$ cat src/rtl/cmdreg_pkg.sv
package cmdreg_pkg;
  localparam int REG_W    = 16;
  localparam int OP_W     = 4;
  localparam int CH_W     = 4;
  localparam int OP_LSB   = 8;
  localparam int CH_LSB   = 4;
  localparam int FLAG_BIT = 0;
  localparam int RST_BIT  = 15;
  localparam logic [REG_W-1:0] RSVD_MASK = 16'h700E;

  typedef struct packed {
    logic            restart;
    logic [OP_W-1:0] op;
    logic [CH_W-1:0] ch;
  } cmd_t;

  typedef enum logic [1:0] {
    ST_IDLE  = 2'd0,
    ST_EXEC  = 2'd1,
    ST_RESET = 2'd2
  } eng_state_e;
endpackage

$ cat src/rtl/cmd_decode.sv
module cmd_decode
  import cmdreg_pkg::*;
(
  input  logic [REG_W-1:0] wdata,
  output cmd_t             cmd,
  output logic             well_formed
);
  always_comb begin
    cmd.restart = wdata[RST_BIT];
    cmd.op      = wdata[OP_LSB +: OP_W];
    cmd.ch      = wdata[CH_LSB +: CH_W];
    well_formed = wdata[FLAG_BIT] && ((wdata & RSVD_MASK) == '0);
  end
endmodule

$ cat src/rtl/cmd_ctrl.sv
module cmd_ctrl
  import cmdreg_pkg::*;
(
  input  logic clk,
  input  logic rst,
  input  logic wr,
  input  logic dec_ok,
  input  cmd_t dec_cmd,
  input  logic exec_done,
  input  logic restart_done,
  output cmd_t cmd_q,
  output logic busy,
  output logic start_pulse,
  output logic restart_req
);
  eng_state_e st;

  always_ff @(posedge clk) begin
    if (rst) begin
      st          <= ST_IDLE;
      cmd_q       <= '0;
      start_pulse <= 1'b0;
      restart_req <= 1'b0;
    end else begin
      start_pulse <= 1'b0;
      restart_req <= 1'b0;
      case (st)
        ST_IDLE: begin
          if (wr && dec_ok) begin
            cmd_q <= dec_cmd;
            if (dec_cmd.restart) begin
              st          <= ST_RESET;
              restart_req <= 1'b1;
            end else begin
              st          <= ST_EXEC;
              start_pulse <= 1'b1;
            end
          end
        end
        ST_EXEC:  if (exec_done)    st <= ST_IDLE;
        ST_RESET: if (restart_done) st <= ST_IDLE;
        default:  st <= ST_IDLE;
      endcase
    end
  end

  assign busy = (st != ST_IDLE);
endmodule

$ cat src/rtl/exec_model.sv
module exec_model #(
  parameter int LATENCY = 5,
  localparam int CW = $clog2(LATENCY + 1)
) (
  input  logic clk,
  input  logic rst,
  input  logic start,
  output logic done
);
  logic [CW-1:0] cnt;

  always_ff @(posedge clk) begin
    if (rst) begin
      cnt  <= '0;
      done <= 1'b0;
    end else if (start) begin
      cnt  <= CW'(LATENCY);
      done <= 1'b0;
    end else if (cnt != '0) begin
      cnt  <= cnt - 1'b1;
      done <= (cnt == CW'(1));
    end else begin
      done <= 1'b0;
    end
  end
endmodule

$ cat src/rtl/restart_seq.sv
module restart_seq #(
  parameter int RESET_CYCLES = 8,
  localparam int CW = $clog2(RESET_CYCLES + 1)
) (
  input  logic clk,
  input  logic rst,
  input  logic req,
  output logic cp_restart,
  output logic done
);
  logic [CW-1:0] cnt;

  always_ff @(posedge clk) begin
    if (rst) begin
      cnt        <= '0;
      cp_restart <= 1'b0;
      done       <= 1'b0;
    end else if (req) begin
      cnt        <= CW'(RESET_CYCLES);
      cp_restart <= 1'b1;
      done       <= 1'b0;
    end else if (cnt != '0) begin
      cnt <= cnt - 1'b1;
      if (cnt == CW'(1)) begin
        cp_restart <= 1'b0;
        done       <= 1'b1;
      end
    end else begin
      done <= 1'b0;
    end
  end
endmodule

$ cat src/rtl/cmdreg_engine.sv
module cmdreg_engine
  import cmdreg_pkg::*;
#(
  parameter int LATENCY      = 5,
  parameter int RESET_CYCLES = 8,
  parameter int POLL_LIMIT   = 10000
) (
  input  logic             clk,
  input  logic             rst,
  input  logic             host_wr,
  input  logic [REG_W-1:0] host_wdata,
  output logic [REG_W-1:0] host_rdata,
  output logic             exec_start,
  output logic [OP_W-1:0]  exec_opcode,
  output logic [CH_W-1:0]  exec_chan,
  output logic             exec_done,
  output logic             cp_restart
);
  cmd_t dec_cmd, cmd_q;
  logic dec_ok, busy, restart_req, restart_done;

  cmd_decode u_dec (
    .wdata       (host_wdata),
    .cmd         (dec_cmd),
    .well_formed (dec_ok)
  );

  cmd_ctrl u_ctrl (
    .clk          (clk),
    .rst          (rst),
    .wr           (host_wr),
    .dec_ok       (dec_ok),
    .dec_cmd      (dec_cmd),
    .exec_done    (exec_done),
    .restart_done (restart_done),
    .cmd_q        (cmd_q),
    .busy         (busy),
    .start_pulse  (exec_start),
    .restart_req  (restart_req)
  );

  exec_model #(.LATENCY(LATENCY)) u_exec (
    .clk   (clk),
    .rst   (rst || cp_restart),
    .start (exec_start),
    .done  (exec_done)
  );

  restart_seq #(.RESET_CYCLES(RESET_CYCLES)) u_rseq (
    .clk        (clk),
    .rst        (rst),
    .req        (restart_req),
    .cp_restart (cp_restart),
    .done       (restart_done)
  );

  always_comb begin
    host_rdata                  = '0;
    host_rdata[RST_BIT]         = cmd_q.restart;
    host_rdata[OP_LSB +: OP_W]  = cmd_q.op;
    host_rdata[CH_LSB +: CH_W]  = cmd_q.ch;
    host_rdata[FLAG_BIT]        = busy;
  end

  assign exec_opcode = cmd_q.op;
  assign exec_chan   = cmd_q.ch;
endmodule

$ cat config.mk
export PLATFORM = sky130hd
export DESIGN_NAME = cmdreg_engine
export DESIGN_NICKNAME = d
export VERILOG_FILES = /design/src/rtl/cmdreg_pkg.sv /design/src/rtl/cmd_decode.sv /design/src/rtl/cmd_ctrl.sv /design/src/rtl/exec_model.sv /design/src/rtl/restart_seq.sv /design/src/rtl/cmdreg_engine.sv
export SDC_FILE = /design/constraint.sdc
export NUM_CORES = 1
export LEC_CHECK = 0
export ABC_CLOCK_PERIOD_IN_PS = 3800
export BUFFER_PORTS_ARGS = -buffer_cell sky130_fd_sc_hd__buf_4
export CAP_MARGIN = 40
export CORE_MARGIN = 10
export CORE_UTILIZATION = 45
export DETAILED_ROUTE_END_ITERATION = 7
export GPL_ROUTABILITY_DRIVEN = 0
export PLACE_DENSITY = 0.78
export SLEW_MARGIN = 0
export SYNTH_ARGS = -nofsm -noshare
export SYNTH_HDL_FRONTEND = slang
export SYNTH_HIERARCHICAL = 1
export SYNTH_SLANG_ARGS = --single-unit
$ cat constraint.sdc
create_clock -name clk -period 3.8 [get_ports clk]
set_input_delay 0.38 -clock clk [delete_from_list [all_inputs] [get_ports clk]]
set_output_delay 0.38 -clock clk [all_outputs]
set_load 0.02 [all_outputs]
==> flow_metrics.py <==
metrics = {
    "route": {
        "totalWireLength_mm": 2.57,
        "wl_met2_mm": 1.22,
        "wl_met3_microns": 333,
        "first_pass_iters": 4,
        "via_per_inst": 4.86,
        "drtIter0Drc": 28,
        "drc": 0,
        "vias": 889,
        "wl_per_cell_microns": 14.0,
        "wl_met1_microns": 954,
        "highest_layer": "met4",
        "antenna_left": 0,
    },
    "timing": {
        "hold_viol": 0,
        "min_period_over_period_pct": 47.7,
        "clock_skew_ns": 0.00432,
        "setup_viol": 0,
        "fmax_mhz": 552,
        "finalSetupTns_ns": 0,
        "report.final.slew_viol_count": 0,
        "rsz0062_at_grt": "no",
        "whs_ns": 0.241,
        "min_period_ns": 1.81,
    },
    "global_routing": {
        "grt_pass1_vias": 978,
        "antenna_found_initial": 0,
        "grt_max_degree": 29,
        "grt_pass1_wl_mm": 4.39,
        "grt_use_total_pct": 9.84,
        "overflow": 0,
    },
    "die": {
        "initial_utilization_pct": 46.7,
        "dieArea_sq_um": 5370,
        "die_y_microns": 73.3,
        "core_area_sq_um": 2730,
        "num_io_pins": 46,
        "dieWidth_microns": 73.3,
        "rows": 19,
    },
    "final_layout": {
        "post-route-util_pct": 53.1,
        "synthToLayoutAreaGrowth_pct": 13.6,
        "nets": 177,
        "fillers": 251,
        "final_cells": 183,
        "antennaDiodeCount": 0,
        "drive_above_1_share_pct": 31.6,
    },
    "critical_path": {
        "critPathMaxFanout": 8,
        "worst_setup_path_start_kind": "input pin",
        "crit_chain": "buf_4 -> or4b_1 -> nor4_2 -> and4bb_1 -> mux2i_1",
        "rrSetupSlack_ns": 2.30,
        "crit_family": "simple AND/OR/NAND/NOR gates",
        "cp.arrival_ns": 2.06,
        "max_stage_delay_ns": 0.55,
        "critPathKind": "in -> reg",
        "worst-endpoint-required_ns": 4.05,
        "worstSetupEndpointType": "flip-flop",
        "cp_num_buf_inv": 1,
        "r2r_cells": 5,
        "path_depth": 5,
        "slowest_stage": "and4bb_1",
    },
    "synth": {
        "synth-edff-count": 0,
        "yosys-top-cells-area": "dfxtp_1 (36%), buf_4 (14%), nand2b_1 (9.8%), mux2i_1 (7.1%), ha_1 (4.9%)",
        "async_reset_ff_share_pct": 0,
        "synth_seq_area_share_pct": 36.0,
        "ys_types": 31,
        "synth_seq_cells": 23,
        "synth_area_sq_um": 1280,
        "avgSynthCellArea_sq_um": 9.68,
        "yosys-top-cells-count": "buf_4 (24), dfxtp_1 (23), nand2b_1 (20), mux2i_1 (9), nor2_1 (6)",
        "synth_most_common_cell": "buf_4",
        "synth_warnings": 6,
        "synthCells": 132,
        "synthFlopType": "dfxtp_1",
        "yosysTopAreaCell": "dfxtp_1",
        "synth_top_area_share_pct": 36.0,
    },
    "placed_design": {
        "place_inst": 179,
        "hpwl_mm": 2.01,
        "port_buffers": 39,
    },
    "pwr": {
        "irDropWorstVdd_mv": 0.351,
        "p_leak_nw": 0.614,
        "powerDensity_nw_per_um2": 463,
        "power_uw": 671,
    },
    "clocking": {
        "cts_root_buffer": "clkbuf_4",
        "cts.sinks": 23,
        "postCtsSetupRepairBufs": 0,
        "numCtsBuffers": 3,
        "cts-htree-levels": 1,
        "clkLatencyLatePin_ns": 0.31,
        "clock_tree.buffer_depth": 2,
        "post_cts_resized": 0,
        "cts_tree": "done",
        "path_clk_slew_ns": 0.12,
        "ctsHoldBuffers": 0,
    },
    "job": {
        "cap_violations": 0,
    },
    "min_path": {
        "hold_path.class": "in -> reg",
        "hold-path-cell-count": 2,
    },
    "run_status": {
        "status": "completed",
    },
}
==> per-stage QoR <==
step	setup WS [ns]	instance area [sq um]
final	1.99	1450
after global routing	1.89	1450
after CTS	1.99	1450
after detailed placement	1.66	1430
after global placement	1.74	1430
after floorplan	2.09	1300
==> where the power goes <==
part           switching [mW]  total, mW  internal [mW]
Combinational           0.121      0.248          0.128
Sequential             0.0344      0.312          0.277
Clock                  0.0702      0.111         0.0410
==> placed cells by master, fill, tap and decap left out, types with 3 or more instances in the layout <==
cell and instances:
buf_4 39, dfxtp_1 23, nand2b_1 20, mux2i_1 9
conb_1 6, nor2_1 6, nor3_1 5, inv_1 5
ha_1 5, a211oi_1 4, clkbuf_4 3
==> flip-flops by register name, indices dropped and copies added (netlist names) <==
name	count
u_ctrl/cmd_q	9
u_ctrl/restart_req	1
u_ctrl/st	2
u_ctrl/start_pulse	1
u_exec/cnt	3
u_exec/done	1
u_rseq/cnt	4
u_rseq/cp_restart	1
u_rseq/done	1
==> worst reg2reg max path: stages, from the launching register on <==
cell and delay, ns:
dfxtp_1 0.34, inv_1 0.10, ha_1 0.23, nor3b_4 0.32
nor2b_1 0.10, a2111oi_2 0.33
==> routing by layer <==
layer	up-vias	track usage, %
met1	395	9.88
met3	6	5.38
met2	34	16.4
li1	454	-
met4	0	4.22
met5	-	0
==> final timing paths <==
| path | startpoint | end |
|---|---|---|
| worst max register to register | u_rseq/cnt[0] | u_rseq/cnt[1] |
| worst max-delay path | host_wdata[13] | u_ctrl/cmd_q[6] |
| worst min register to register | u_ctrl/cmd_q[8] | u_ctrl/cmd_q[8] |
| worst min-delay path | host_wdata[15] | u_ctrl/start_pulse |
==> cells by family after synthesis <==
| family | synth area share [%] |
|---|---|
| xor gates and xnor gates | 0.686 |
| DFF | 36.0 |
| muxes | 7.93 |
| other | 0.294 |
| adders and majority gates | 4.90 |
| buffers and inverters | 17.3 |
| AOI/OAI and AO/OA | 5.58 |
| and+or+nand+nor | 27.2 |
==> area by class of cell <==
type | count | area [sq um] | area share [%]
tap | 31 | 38.8 | 2.67
inverter | 5 | 18.8 | 1.29
sequential | 23 | 460 | 31.7
clock buffer | 4 | 26.3 | 1.81
timing repair buffer | 39 | 293 | 20.2
multi-input combinational | 81 | 614 | 42.3
No activity file was read; power rests on OpenSTA's default activity.
